===== config.mk =====
export PLATFORM = sky130hd
export DESIGN_NAME = utlb_top
export DESIGN_NICKNAME = d
export VERILOG_FILES = /design/src/rtl/utlb_pkg.sv /design/src/rtl/utlb_entries.sv /design/src/rtl/utlb_ctrl.sv /design/src/rtl/utlb_top.sv
export SDC_FILE = /design/constraint.sdc
export NUM_CORES = 1
export LEC_CHECK = 0
export ABC_AREA = 1
export BUFFER_PORTS_ARGS = -buffer_cell sky130_fd_sc_hd__buf_4
export CAP_MARGIN = 20
export CORE_MARGIN = 2
export CORE_UTILIZATION = 46
export CTS_BUF_LIST = sky130_fd_sc_hd__clkbuf_4 sky130_fd_sc_hd__clkbuf_8
export CTS_CLUSTER_DIAMETER = 30
export DETAILED_ROUTE_END_ITERATION = 6
export MAX_ROUTING_LAYER = met4
export PLACE_DENSITY_LB_ADDON = 0.05
export SKIP_CTS_REPAIR_TIMING = 1
export SLEW_MARGIN = 20
export SYNTH_ARGS = -nofsm -noshare
export SYNTH_HDL_FRONTEND = slang
export SYNTH_SLANG_ARGS = --single-unit
export TNS_END_PERCENT = 1

===== constraint.sdc =====
create_clock -name clk -period 8 [get_ports clk]
set_input_delay 0.4 -clock clk [delete_from_list [all_inputs] [get_ports clk]]
set_output_delay 0.4 -clock clk [all_outputs]
set_load 0.01 [all_outputs]

===== src/rtl/utlb_pkg.sv =====
`timescale 1ns/1ps
package utlb_pkg;
  // strobes from control to the entry array
  typedef struct packed {
    logic clearAll;
    logic install;
  } utlbStrb_t;
endpackage


===== src/rtl/utlb_entries.sv =====
`timescale 1ns/1ps
module utlb_entries
  import utlb_pkg::*;
#(
  parameter int WAYS   = 8,
  parameter int VPN_W  = 20,
  parameter int ASID_W = 8,
  parameter int PFN_W  = 20,
  parameter int PERM_W = 6
) (
  input  logic              clk,
  input  logic              rstN,
  input  utlbStrb_t         strb,
  input  logic [WAYS-1:0]   instWayOh,
  input  logic [VPN_W-1:0]  lkVpn,
  input  logic [ASID_W-1:0] lkAsid,
  input  logic [VPN_W-1:0]  fillVpn,
  input  logic [ASID_W-1:0] fillAsid,
  input  logic [PFN_W-1:0]  fillPfn,
  input  logic [PERM_W-1:0] fillPerm,
  output logic [WAYS-1:0]   hitVec,
  output logic [WAYS-1:0]   validVec,
  output logic [PFN_W-1:0]  hitPfn,
  output logic [PERM_W-1:0] hitPerm
);
  logic [VPN_W-1:0]  tagVpn  [WAYS];
  logic [ASID_W-1:0] tagAsid [WAYS];
  logic [PFN_W-1:0]  datPfn  [WAYS];
  logic [PERM_W-1:0] datPerm [WAYS];

  for (genvar w = 0; w < WAYS; w++) begin : g_way
    always_ff @(posedge clk) begin
      if (!rstN) begin
        validVec[w] <= 1'b0;
        tagVpn[w]   <= '0;
        tagAsid[w]  <= '0;
        datPfn[w]   <= '0;
        datPerm[w]  <= '0;
      end else if (strb.clearAll) begin
        validVec[w] <= 1'b0;
      end else if (strb.install && instWayOh[w]) begin
        validVec[w] <= 1'b1;
        tagVpn[w]   <= fillVpn;
        tagAsid[w]  <= fillAsid;
        datPfn[w]   <= fillPfn;
        datPerm[w]  <= fillPerm;
      end
    end

    assign hitVec[w] = validVec[w] && (tagVpn[w] == lkVpn) && (tagAsid[w] == lkAsid);
  end

  // masked OR read mux: at most one way matches
  always_comb begin
    hitPfn  = '0;
    hitPerm = '0;
    for (int w = 0; w < WAYS; w++) begin
      hitPfn  = hitPfn  | (datPfn[w]  & {PFN_W{hitVec[w]}});
      hitPerm = hitPerm | (datPerm[w] & {PERM_W{hitVec[w]}});
    end
  end
endmodule


===== src/rtl/utlb_ctrl.sv =====
`timescale 1ns/1ps
module utlb_ctrl
  import utlb_pkg::*;
#(
  parameter int WAYS   = 8,
  parameter int VPN_W  = 20,
  parameter int ASID_W = 8
) (
  input  logic              clk,
  input  logic              rstN,
  input  logic              lkValid,
  input  logic [VPN_W-1:0]  lkVpn,
  input  logic [ASID_W-1:0] lkAsid,
  input  logic [WAYS-1:0]   hitVec,
  input  logic [WAYS-1:0]   validVec,
  input  logic              fillValid,
  input  logic              invAll,
  input  logic              mainWrite,
  input  logic              mainWrKeep,
  output utlbStrb_t         strb,
  output logic [WAYS-1:0]   instWayOh,
  output logic              refillReq,
  output logic [VPN_W-1:0]  refillVpn,
  output logic [ASID_W-1:0] refillAsid
);
  localparam int IDX_W = (WAYS > 1) ? $clog2(WAYS) : 1;
  localparam logic [IDX_W-1:0] OLDEST = IDX_W'(WAYS - 1);

  logic [IDX_W-1:0] age [WAYS];   // 0 = most recent, WAYS-1 = least recent
  logic [IDX_W-1:0] victimIdx, hitIdx, touchIdx, refAge;
  logic             freeFound, anyHit, doClear, doInstall, touchHit, touchEn;

  assign anyHit    = |hitVec;
  assign doClear   = invAll | (mainWrite & ~mainWrKeep);
  assign doInstall = fillValid & refillReq & ~doClear;
  assign touchHit  = lkValid & anyHit & ~doClear & ~doInstall;
  assign touchEn   = doInstall | touchHit;

  // victim: lowest empty way, else the oldest one
  always_comb begin
    freeFound = 1'b0;
    victimIdx = '0;
    for (int i = WAYS - 1; i >= 0; i--) begin
      if (!validVec[i]) begin
        freeFound = 1'b1;
        victimIdx = IDX_W'(i);
      end
    end
    if (!freeFound) begin
      for (int i = 0; i < WAYS; i++) begin
        if (age[i] == OLDEST) victimIdx = IDX_W'(i);
      end
    end
  end

  always_comb begin
    hitIdx = '0;
    for (int i = 0; i < WAYS; i++) begin
      if (hitVec[i]) hitIdx = IDX_W'(i);
    end
  end

  assign touchIdx = doInstall ? victimIdx : hitIdx;
  assign refAge   = age[touchIdx];

  always_comb begin
    instWayOh = '0;
    instWayOh[victimIdx] = doInstall;
  end

  assign strb.clearAll = doClear;
  assign strb.install  = doInstall;

  // recency ranks stay a permutation of 0..WAYS-1
  always_ff @(posedge clk) begin
    if (!rstN) begin
      for (int j = 0; j < WAYS; j++) age[j] <= IDX_W'(j);
    end else if (touchEn) begin
      for (int j = 0; j < WAYS; j++) begin
        if (IDX_W'(j) == touchIdx)  age[j] <= '0;
        else if (age[j] < refAge)   age[j] <= age[j] + 1'b1;
      end
    end
  end

  // single outstanding refill
  always_ff @(posedge clk) begin
    if (!rstN) begin
      refillReq  <= 1'b0;
      refillVpn  <= '0;
      refillAsid <= '0;
    end else if (doClear || doInstall) begin
      refillReq  <= 1'b0;
    end else if (lkValid && !anyHit && !refillReq) begin
      refillReq  <= 1'b1;
      refillVpn  <= lkVpn;
      refillAsid <= lkAsid;
    end
  end
endmodule


===== src/rtl/utlb_top.sv =====
`timescale 1ns/1ps
module utlb_top
  import utlb_pkg::*;
#(
  parameter int WAYS   = 8,
  parameter int VPN_W  = 20,
  parameter int ASID_W = 8,
  parameter int PFN_W  = 20,
  parameter int PERM_W = 6
) (
  input  logic              clk,
  input  logic              rstN,
  input  logic              lkValid,
  input  logic [VPN_W-1:0]  lkVpn,
  input  logic [ASID_W-1:0] lkAsid,
  output logic              lkHit,
  output logic [PFN_W-1:0]  lkPfn,
  output logic [PERM_W-1:0] lkPerm,
  output logic              refillReq,
  output logic [VPN_W-1:0]  refillVpn,
  output logic [ASID_W-1:0] refillAsid,
  input  logic              fillValid,
  input  logic [PFN_W-1:0]  fillPfn,
  input  logic [PERM_W-1:0] fillPerm,
  input  logic              invAll,
  input  logic              mainWrite,
  input  logic              mainWrKeep
);
  utlbStrb_t       strb;
  logic [WAYS-1:0] hitVec, validVec, instWayOh;

  utlb_ctrl #(.WAYS(WAYS), .VPN_W(VPN_W), .ASID_W(ASID_W)) u_ctrl (
    .clk(clk), .rstN(rstN), .lkValid(lkValid), .lkVpn(lkVpn), .lkAsid(lkAsid),
    .hitVec(hitVec), .validVec(validVec), .fillValid(fillValid),
    .invAll(invAll), .mainWrite(mainWrite), .mainWrKeep(mainWrKeep),
    .strb(strb), .instWayOh(instWayOh), .refillReq(refillReq),
    .refillVpn(refillVpn), .refillAsid(refillAsid)
  );

  utlb_entries #(.WAYS(WAYS), .VPN_W(VPN_W), .ASID_W(ASID_W),
                 .PFN_W(PFN_W), .PERM_W(PERM_W)) u_ent (
    .clk(clk), .rstN(rstN), .strb(strb), .instWayOh(instWayOh),
    .lkVpn(lkVpn), .lkAsid(lkAsid), .fillVpn(refillVpn), .fillAsid(refillAsid),
    .fillPfn(fillPfn), .fillPerm(fillPerm), .hitVec(hitVec), .validVec(validVec),
    .hitPfn(lkPfn), .hitPerm(lkPerm)
  );

  assign lkHit = lkValid & (|hitVec);
endmodule


=== Word level (Yosys, flattened, before mapping) ===
Memories as Yosys holds them, arrays and structs flattened.
Cells that the tools add are included.

* Reductions and logical operators: 35
* Equality and inequality tests: 31
* Multiplexer cells: 188
* $add $sub $neg: 8
* Order comparisons: 10
* Bitwise operators: 92

{| class="wikitable"
|+ Operators by type and width
! operator !! number
|-
| $mux W20 || 16
|-
| $and A20 B20 Y20 || 8
|-
| $eq A20 B20 Y1 || 8
|-
| $or A20 B20 Y20 || 7
|-
| $mux W1 || 115
|-
| $mux W3 || 38
|-
| $eq A8 B8 Y1 || 8
|-
| $mux W8 || 8
|-
| $or A1 B1 Y1 || 50
|-
| $and A6 B6 Y6 || 8
|-
| $mux W6 || 8
|-
| $or A6 B6 Y6 || 7
|-
| $logic_and A1 B1 Y1 || 27
|-
| $add A3 B1 Y3 const B || 8
|-
| $eq A3 B3 Y1 const B || 8
|-
| $lt A3 B3 Y1 || 8
|-
| $eq A3 B3 Y1 const A || 4
|-
| $and A8 B8 Y8 || 1
|-
| $reduce_or A8 Y1 || 1
|-
| $and A1 B1 Y1 || 6
|-
| $eq A2 B3 Y1 const A || 2
|-
| $not A1 Y1 || 5
|-
| $lt A3 B4 Y1 const B || 1
|-
| $mux W2 || 2
|-
| other kinds (8) || 10
|}

* Input bits: 61
* RAM bits: 456
* Flip-flop bits (word level): 37
* Memories kept: 5
* Output and inout port bits: 56
* Word-level logic and storage cells: 380

{| class="wikitable"
|+ Memory list
! name !! words !! width !! read ports !! clocked after Yosys merged registers in !! wr ports !! RTL line !! text
|-
| u_ent.datPfn || 8 || 20 || 8 || 0 || 8 || utlb_entries.sv:28 || <nowiki>logic [PFN_W-1:0] datPfn [WAYS];</nowiki>
|-
| u_ent.tagVpn || 8 || 20 || 8 || 0 || 8 || utlb_entries.sv:26 || <nowiki>logic [VPN_W-1:0] tagVpn [WAYS];</nowiki>
|-
| u_ent.tagAsid || 8 || 8 || 8 || 0 || 8 || utlb_entries.sv:27 || <nowiki>logic [ASID_W-1:0] tagAsid [WAYS];</nowiki>
|-
| u_ent.datPerm || 8 || 6 || 8 || 0 || 8 || utlb_entries.sv:29 || <nowiki>logic [PERM_W-1:0] datPerm [WAYS];</nowiki>
|-
| u_ctrl.age || 8 || 3 || 9 || 0 || 8 || utlb_ctrl.sv:29 || <nowiki>logic [IDX_W-1:0] age [WAYS];</nowiki>
|}

=== Longest topological paths before layout ===
Gate-level depths: netlist (run 1).

* Depth in word-level cells: 28
* Depth in mapped cells: 30
* Depth with buffers taken out: 30

=== By module ===
A second synthesis (run 1) with hierarchy kept.

* Cells, all modules: 2837
* Area, all modules: 25491.9 um^2

{| class="wikitable"
|+ By module, submodules not included
! module !! cells an instance !! area an instance (um^2) !! times used !! sequential area each (um^2)
|-
| utlb_entries || 2334 || 21759.6 || 1 || 13132.6
|-
| utlb_ctrl || 494 || 3698.5 || 1 || 1301.2
|-
| utlb_top || 9 || 33.8 || 1 || 0.0
|}

=== Least setup slack after synthesis (run 1) ===
No wires, ideal clock.

* Path type: input to register
* From: input lkVpn[8]
* To: memory u_ctrl.age[1][0] (netlist bit) (enable)
* Data required time: 7.693 ns
* Path slack: 4.649 ns
* Path buffers: 1
* Arrival time: 3.045 ns
* Stages on the path: 23
* Setup time: 0.307 ns
* Path through: buf_4 -> or2_1 -> a21oi_1 -> nand3_1 -> nor2_1 -> nand2_1 -> nor2_4 -> nor2_2 -> nand2_1 -> nand2_2 -> nand2_4 -> inv_6 -> nor2_2 -> inv_1 -> o22ai_1 -> nor3_1 -> nor2_1 -> ha_1 -> nand2_1 -> inv_1 -> nand2_2 -> nand2_4 -> nand3_1

{| class="wikitable"
|+ RTL lines
! what !! RTL line !! text
|-
| start, declared || utlb_top.sv:14 || <nowiki>input logic [VPN_W-1:0] lkVpn,</nowiki>
|-
| end, declared || utlb_ctrl.sv:29 ||
|}

==> flow_summary.ini, run 1 <==
[run_status]
status = finished, violations left
violations = DRC

[global_routing]
grt.overflow.total = 0
grt_pass1_vias = 19640
grt_start_max_net_pins = 60
antenna_found_initial = 2
grt_usage = 0.3538
grt_pass1_wl_um = 133500

[die]
rows = 84
die_w_um = 234.3
io_pins = 117
core_area_um2 = 52550
dieArea_um2 = 54900
initial_core_util = 0.4643
die_h_um = 234.3

[run]
max_cap_viol_count = 0

[synthesis]
synth_top_area_share = 0.5613
synth_edf_count = 456
yosysTopAreaCell = edfxtp_1
avgSynthCellArea_um2 = 9.720
yosysUniqueCellTypes = 50
synthArstFlopShare = 0
ys_seq_area_frac = 0.5916
synth_area_leaders = edfxtp_1, nor2_1, nand2_1
synth_area_um2 = 24400
synth-main-ff-cell = edfxtp_1
ys_warn_count = 0
synth-seq-cells = 493
syn_inst = 2510
synth_nets = 2595

[finish]
layout-drive-gt1-share = 0.1732
fillerInstances = 4768
synthToLayoutAreaGrowth_pct = 17.20
nNetsFinal = 2735
fin_util = 0.5441

[setup_path]
r2r_start = u_ent.tagVpn[1][22]
worstPathArrival_ns = 5.19
path_max_fanout = 27
rr_endpoint = u_ctrl.age[7][2]
criticalPathCategory = reg -> reg
critPathCaptureType = flip-flop
ff2ff_setup_slack_ns = 3.21
r2r_cells = 22
cp-endpoint = u_ctrl.age[7][2]
worstSetupStartpointType = flip-flop
cp.required_ns = 8.40
crit_start = u_ent.tagVpn[1][22]

[detailed_routing]
via_count = 19910
drt_iter0_drc = 1910
ant_nets = 0
drtPass1Iterations = 7
via_per_inst = 5.789
detail_route.wl_per_cell_um = 27.24
drc = 2
routed_wl_um = 93690

[hold_path]
hold_path.class = in -> reg

[pwr]
clkPwrFrac = 0.500
p_sw_mw = 1.717
p_leak_nw = 11.39
p_comb_frac = 0.069
swShare = 0.2498
power.internal_mw = 5.157
seq_power_share = 0.430
ir_drop_mv = 0.1944
power_density_nw_per_um2 = 240.4

[placement]
dp_hpwl_um = 62020
place.gp.congestion = 1.039
port_buffers = 116

[timing]
timing.final.crit_share = 0.5993
skew_ns = 0.04509
clock.fmax_mhz = 208.6
relSlewSlack = 0.2744
fin_crit_ns = 4.795
setup_viol = 0
finalSetupTns_ns = 0
slew_violations = 0
tightest_slew_ns = 1.088
rsz0062_at_grt = false
finalHoldViolCount = 0

[cts]
root_buffer = clkbuf_8
cts_sinks = 493
tritoncts.num_buffers = 112
clk_pin_slew_ns = 0.06
htreeDepth = 3
clk_latency_ns = 0.74
cts_tree = yes
cts.path.max_buffers = 3
worst max-delay path, stage by stage (launching register included):
cell and delay (ns):
edfxtp_1 0.39, xnor2_1 0.63, nand3_1 0.17, nor3_1 0.21, nand2_1 0.11, nor2_4 0.12, buf_4 0.42, nor2_2 0.09
nand2_1 0.10, nand2_2 0.06, nand2_4 0.16, inv_6 0.07, nor2_2 0.12, inv_1 0.09, o22ai_1 0.14, nor3_1 0.06
nor2_1 0.68, ha_1 0.38, nand2_1 0.08, inv_1 0.04, nand2_1 0.11, nand2_1 0.07, nand2_1 0.13
cells by family after synthesis:
| logic type | synth area share |
|---|---|
| simple gates | 0.2286 |
| flops | 0.5916 |
| buf+inv | 0.06057 |
| compound gates | 0.08970 |
| xor+xnor | 0.01723 |
| fa+ha+maj | 0.01231 |
how the worst min path moves through the flow:
stage	start	endpoint	slack [ns]	cells after the start
global placement	u_ctrl.refillReq	u_ctrl.refillReq	0.49	2
CTS	lkValid	u_ctrl.refillReq	-0.004	3
global route	lkVpn[14]	u_ctrl.refillVpn[14]	0.07	3
detailed placement	u_ctrl.refillReq	u_ctrl.refillReq	0.49	2
finish	lkValid	u_ctrl.refillReq	0.05	3
floorplan	u_ent.validVec[7]	u_ent.validVec[7]	0.46	2
synthesized netlist by cell type, types with 7 or more instances:
master,count
nand2_2,21
nor3b_1,10
ha_1,24
xor2_1,21
nor4_1,15
nand2_1,346
nand4_1,54
clkbuf_1,60
a22o_1,80
o21ai_0,91
dfxtp_1,37
nor2_1,581
nand3_1,80
inv_1,224
o22ai_1,47
buf_6,7
a32o_1,26
or2_2,42
xnor2_1,27
buf_2,27
nand3b_1,12
buf_4,8
or4_1,27
nand2_4,7
a21oi_1,57
inv_2,28
nor3_1,38
edfxtp_1,456
nor2_2,10
or2_1,7
power by group through the flow:
| stage | registers, mW | logic, mW | clock network [mW] |
|---|---|---|---|
| 3_3_place_gp | 3.01 | 0.473 | 0 |
| 4_1_cts | 2.96 | 0.473 | 3.46 |
| 6_report | 2.96 | 0.477 | 3.44 |
| 2_1_floorplan | 2.99 | 0.255 | 0 |
| 3_5_place_dp | 3.01 | 0.472 | 0 |
| 5_1_grt | 2.96 | 0.508 | 3.59 |
through the flow:
stage / power [mW] / cells / area, µm² / setup slack (ns) / hold WS, ns
after global placement: 3.478 / 3224 / 25840 / 3.070 / 0.4864
after detailed placement: 3.480 / 3224 / 25840 / 3.078 / 0.4894
final: 6.874 / 3439 / 28590 / 3.205 / 0.04999
after CTS: 6.887 / 3437 / 28590 / 3.310 / -0.004105
after global routing: 7.065 / 3439 / 28590 / 2.785 / 0.06796
after floorplan: 3.246 / 2510 / 24400 / 4.649 / 0.4593
per-layer routing:
layer,track usage,up-vias,part of all wire
met1,0.4535,9880,0.41
li1,-,8943,-
met4,0.1549,0,0.042
met2,0.5586,888,0.48
met5,-,-,0
met3,0.05484,199,0.074
registers in the layout, indices dropped and copies added (netlist names), 8 cells and up:
register / count
u_ctrl.refillAsid: 8
u_ent.validVec: 8
u_ent.datPfn: 160
u_ctrl.age: 24
u_ent.tagAsid: 64
u_ctrl.refillVpn: 20
u_ent.tagVpn: 160
u_ent.datPerm: 48
cell usage in the layout, fill, tap and decap left out, drive strengths merged, types with 12 or more instances in the layout:
| cell type | instances |
|---|---|
| bufinv | 18 |
| buf | 130 |
| nor2 | 595 |
| nand4 | 55 |
| xnor2 | 27 |
| a22o | 80 |
| nand3 | 81 |
| inv | 256 |
| clkinv | 35 |
| o22ai | 47 |
| nand3b | 12 |
| xor2 | 21 |
| o21ai | 95 |
| or4 | 27 |
| nand2 | 374 |
| a32o | 26 |
| nor4 | 15 |
| or2 | 49 |
| dfxtp | 37 |
| a21oi | 60 |
| nor3 | 40 |
| ha | 24 |
| edfxtp | 456 |
| clkbuf | 146 |
| clkinvlp | 14 |
final cells by class:
| class | instances | area [µm²] | area share |
|---|---|---|---|
| sequential | 493 | 14430 | 0.5048 |
| multi-input combinational | 1657 | 8603 | 0.3009 |
| clock buffer | 146 | 1866 | 0.06525 |
| timing repair buffer | 130 | 975.9 | 0.03413 |
| inverter | 256 | 967.2 | 0.03383 |
| clock inverter | 67 | 880.8 | 0.03081 |
| tap | 688 | 860.8 | 0.03011 |
| antenna | 2 | 5.005 | 0.0001750 |
Power figures use the tool's default switching activity.
==> run 2, diff against run 1 <==
==> constraint.sdc (replaced) <==
create_clock -name clk -period 4.6 [get_ports clk]
set_input_delay 0.23 -clock clk [delete_from_list [all_inputs] [get_ports clk]]
set_output_delay 0.23 -clock clk [all_outputs]
set_load 0.01 [all_outputs]
==> flow_summary.ini, run 2 (synthesis results as in run 1) <==
[placement]
dp_hpwl_um = 62970
dp_cells = 3240
place.gp.congestion = 1.030
pre_cts_slack_ns = -0.1601
port_buffers = 116

[setup_path]
critPathCaptureType = flip-flop
cpPeakStageDelay_ns = 0.44
cp.required_ns = 5.00
path_delay_family = simple AND/OR/NAND/NOR gates
criticalPathCategory = reg -> reg
worstPathArrival_ns = 4.67
r2r_cells = 20
worst_path_max_delay_cell = edfxtp_1
worstSetupStartpointType = flip-flop
worstPathCellList = or2_2 -> a21oi_1 -> nand3_1 -> nor2_1 -> nand2_1 -> nand2_1 -> inv_1 -> nand2_2 -> nand2_4 -> nor2_2 -> inv_1 -> o22ai_1 -> nor3_1 -> nor2_2 -> ha_1 -> nand2_1 -> inv_1 -> nand2_2 -> nand2_4 -> nand3_1
path_buf_inv = 3
cp.depth = 20
path_max_fanout = 10

[pwr]
ir_drop_mv = 0.2800
power_density_nw_per_um2 = 414.6
total_power_mw = 12.10
p_leak_nw = 11.67

[die]
io_pins = 117
die_w_um = 234.3
rows = 84
initial_core_util = 0.4643
core_area_um2 = 52550
dieArea_um2 = 54900
die_h_um = 234.3

[run_status]
status = completed

[detailed_routing]
via_per_inst = 5.865
via_count = 20450
ant_nets = 0
drt_iter0_drc = 2206
drc = 0
routed_wl_um = 94340
drtPass1Iterations = 5
detail_route.wl_per_cell_um = 27.06

[finish]
most-common-layout-cells = nor2_1, edfxtp_1, nand2_1
largest_registers = u_ent.datPfn: 160 flops, u_ent.tagVpn: 160 flops, u_ent.tagAsid: 64 flops
fin_util = 0.5555
synthToLayoutAreaGrowth_pct = 19.65
nNetsFinal = 2785
layout-drive-gt1-share = 0.1730
layout_commonest_cell = nor2_1
fin_cells = 3487

[timing]
skew_ns = 0.04388
fin_ws_ns = 0.3333
setup_viol = 0
slew_violations = 0
finalHoldViolCount = 0
relSlewSlack = 0.2968
rsz0062_at_grt = false
tightest_slew_ns = 1.055
clock.fmax_mhz = 234.4
fin_crit_ns = 4.267
timing.final.crit_share = 0.9275

[global_routing]
grt_pass1_vias = 19950
grt_start_max_net_pins = 57
grt.overflow.total = 0
grt_usage = 0.3560
grt_pass1_wl_um = 134900
antenna_found_initial = 0

[hold_path]
hold_path.class = in -> reg
whs_path_depth = 3

[cts]
cts_sinks = 493
cts_tree = yes
root_buffer = clkbuf_8
clk_latency_ns = 0.74
tritoncts.num_buffers = 112
cts.path.max_buffers = 3
htreeDepth = 3
clk_pin_slew_ns = 0.06

[run]
max_cap_viol_count = 0
-- run 2: final timing paths --
| check | slack [ns] | to | startpoint |
|---|---|---|---|
| min reg2reg | 0.54 | u_ent.validVec[1] | u_ent.validVec[1] |
| max reg2reg | 0.33 | u_ctrl.age[1][1] | u_ent.tagVpn[1][73] |
| max | 0.33 | u_ctrl.age[1][1] | u_ent.tagVpn[1][73] |
| min | 0.01 | u_ctrl.refillAsid[3] | lkAsid[3] |
-- run 2: power breakdown --
part / leakage (nW) / switching, mW / internal, mW
sequential: 4.98 / 0.0954 / 5.05
clock: 1.40 / 2.26 / 3.83
combinational: 5.29 / 0.632 / 0.239
total: 11.7 / 2.98 / 9.12
-- run 2: layout make-up --
cell class | instances | area [µm²]
clock buffer | 144 | 1826
clock inverter | 68 | 959.7
fill | 4714 | 23360
timing repair buffer | 180 | 1536
sequential | 493 | 14430
inverter | 256 | 967.2
multi-input combinational | 1657 | 8606
tap | 688 | 860.8
antenna | 1 | 2.502
-- run 2: stage by stage --
stage,hold slack (ns),TNS (ns),cell area (µm²)
floorplan,0.4097,0,24400
global placement,0.4886,-1.764,26060
detailed placement,0.4984,-3.654,26060
CTS,-0.1691,0,28850
global route,0.003401,0,29190
finish,0.01206,0,29190
-- run 2: per-layer routing --
layer	vias up	part of all wire	track usage
li1	9044	-	-
met1	10050	0.39	0.4502
met2	1109	0.47	0.5549
met3	247	0.085	0.06274
met4	0	0.052	0.1732
met5	-	0	-
-- run 2: worst register-to-register path: stages, from the launching register on --
cell	delay, ns
edfxtp_1	0.44
or2_2	0.30
a21oi_1	0.38
nand3_1	0.36
nor2_1	0.18
nand2_1	0.21
nand2_1	0.19
inv_1	0.06
nand2_2	0.15
nand2_4	0.13
nor2_2	0.15
inv_1	0.09
o22ai_1	0.13
nor3_1	0.08
nor2_2	0.37
ha_1	0.31
nand2_1	0.07
inv_1	0.05
nand2_2	0.09
nand2_4	0.07
nand3_1	0.14
==> run 3, diff against run 2 <==
==> constraint.sdc (replaced) <==
create_clock -name clk -period 4.6 [get_ports clk]
set_input_delay 1.15 -clock clk [delete_from_list [all_inputs] [get_ports clk]]
set_output_delay 1.15 -clock clk [all_outputs]
set_load 0.01 [all_outputs]
==> flow_summary.ini, run 3 (synthesis results as in run 1) <==
[pwr]
p_leak_nw = 12.58
total_power_mw = 11.79
ir_drop_mv = 0.3399
power_density_nw_per_um2 = 381.8

[global_routing]
grt_pass1_wl_um = 132900
use_met1 = 0.4524
grt_usage = 0.3497
grt_util_met3 = 0.06250
antenna_found_initial = 0
grt_start_max_net_pins = 57
grt.overflow.total = 0
grt_pass1_vias = 20330
busiest_layer = met2
grt.met2_usage = 0.5511

[run_status]
violations = setup timing
status = finished, violations left

[cts]
cts.path.max_buffers = 3
clk_pin_slew_ns = 0.05
cts_sinks = 493
tritoncts.num_buffers = 113
cts_tree = yes
htreeDepth = 3
clk_latency_ns = 0.76
root_buffer = clkbuf_8

[hold_path]
whs_path_depth = 2
holdPathEnd = u_ent.validVec[7]
min_from = u_ent.validVec[7]
hold_path.class = reg -> reg

[timing]
finalHoldViolCount = 0
fin_crit_ns = 4.600
relSlewSlack = 0.3625
slew_violations = 0
finalSetupTns_ns = -0.0003098
rsz0062_at_grt = true
timing.final.crit_share = 1.000
skew_ns = 0.05442
tightest_slew_ns = 0.9562
fin_ws_ns = -0.0003098
clock.fmax_mhz = 217.4
setup_viol = 1
hold_ws_ns = 0.5071

[finish]
diodes = 0
synthToLayoutAreaGrowth_pct = 26.55
multiInputGateArea_um2 = 8745
nNetsFinal = 2964
layout_commonest_cell = nor2_1
layout-drive-gt1-share = 0.2473
fillerInstances = 4594
ff_latch_area_um2 = 14430
most-common-layout-cells = nor2_1, edfxtp_1, nand2_1
largest_registers = u_ent.datPfn: 160 flops, u_ent.tagVpn: 160 flops, u_ent.tagAsid: 64 flops

[setup_path]
cp.required_ns = 3.45
critPathCaptureType = output port
r2r_start = u_ctrl.age[0][0]
worstPathCellList = buf_4 -> inv_4 -> buf_4 -> or2_2 -> nand4_1 -> nor4_1 -> nand3_1 -> nor3_4 -> buf_4 -> clkbuf_16 -> a22o_1 -> or4_4 -> buf_6
r2r_cells = 26
rr_endpoint = u_ctrl.age[3][2]
criticalPathCategory = in -> out
path_buf_inv = 6
path_max_fanout = 8
crit_top_cell = buf_4
ff2ff_setup_slack_ns = 0.70
worst_path_max_delay_cell = or4_4
path_delay_family = simple AND/OR/NAND/NOR gates
worstSetupStartpointType = input port
worstPathArrival_ns = 3.45
cpPeakStageDelay_ns = 0.53

[detailed_routing]
detail_route.wl_per_cell_um = 25.69
routed_wl_um = 94230
via_per_inst = 5.662
via_count = 20770
drt_iter0_drc = 2202
drtPass1Iterations = 5
ant_nets = 0
drc = 0

[die]
core_area_um2 = 52550
dieArea_um2 = 54900
rows = 84
initial_core_util = 0.4643
die_h_um = 234.3
io_pins = 117
die_w_um = 234.3

[placement]
dp_hpwl_um = 63650
port_buffers = 116
place.gp.congestion = 0.9862

[run]
max_cap_viol_count = 0
==> run 3: cell types whose count changed in the layout (fill, tap and decap cells not counted), moves of 10 or more <==
cell	before	now
inv_4	0	12
dlygate4sd3_1	34	0
clkinv_2	12	23
buf_4	138	300
buf_12	8	30
bufinv_16	21	11
or4_4	0	16
or4_1	27	11
buf_6	0	23
inv_2	28	16
==> run 3: final cells by class <==
type | count | share of cell area
clock buffer | 154 | 0.06318
clock inverter | 62 | 0.02103
inverter | 256 | 0.03295
multi-input combinational | 1657 | 0.2832
sequential | 493 | 0.4675
tap | 688 | 0.02788
timing repair buffer | 357 | 0.1040
timing repair inverter | 1 | 0.0001621
==> run 3: per-layer routing <==
| metal | vias to the layer above | routed length [µm] |
|---|---|---|
| met2 | 953 | 44620 |
| met5 | - | 0 |
| li1 | 9415 | - |
| met4 | 0 | 3570 |
| met3 | 208 | 7217 |
| met1 | 10190 | 38830 |
==> run 3: stage by stage <==
step                worst slack, ns  utilization  instances  cell area, µm²
floorplan                    0.3632            -       2510           24400
global placement            -0.1367       0.5293       3437           27820
detailed placement          -0.1208       0.5293       3437           27820
CTS                         -0.1269       0.5788       3653           30420
global route               -0.02809       0.5875       3668           30870
finish                   -0.0003098       0.5875       3668           30870
==> run 3: power by group <==
part | total (mW) | switching (mW) | leakage, nW | internal [mW]
Clock | 5.64 | 2.23 | 1.35 | 3.41
Sequential | 5.13 | 0.0825 | 4.98 | 5.05
Combinational | 1.02 | 0.680 | 6.25 | 0.340
Total | 11.8 | 2.99 | 12.6 | 8.80
==> run 3: worst max path at each step <==
stage	startpoint	to	slack (ns)	cells past startpoint
after global routing	lkVpn[3]	lkPfn[15]	-0.03	15
after global placement	lkAsid[7]	lkPerm[2]	-0.14	12
after floorplan	lkVpn[8]	lkPerm[5]	0.36	13
after CTS	lkAsid[7]	lkPerm[2]	-0.13	12
final	lkVpn[1]	lkPfn[15]	-0.0003	13
after detailed placement	lkVpn[11]	u_ctrl.age[3][2]	-0.12	28
==> run 3: tightest hold or removal path: cells and delay by family, from the launching register on <==
kind / cells / cell delay [ns]
buf+inv: 1 / 0.07
flops: 1 / 0.32
compound gates: 1 / 0.07
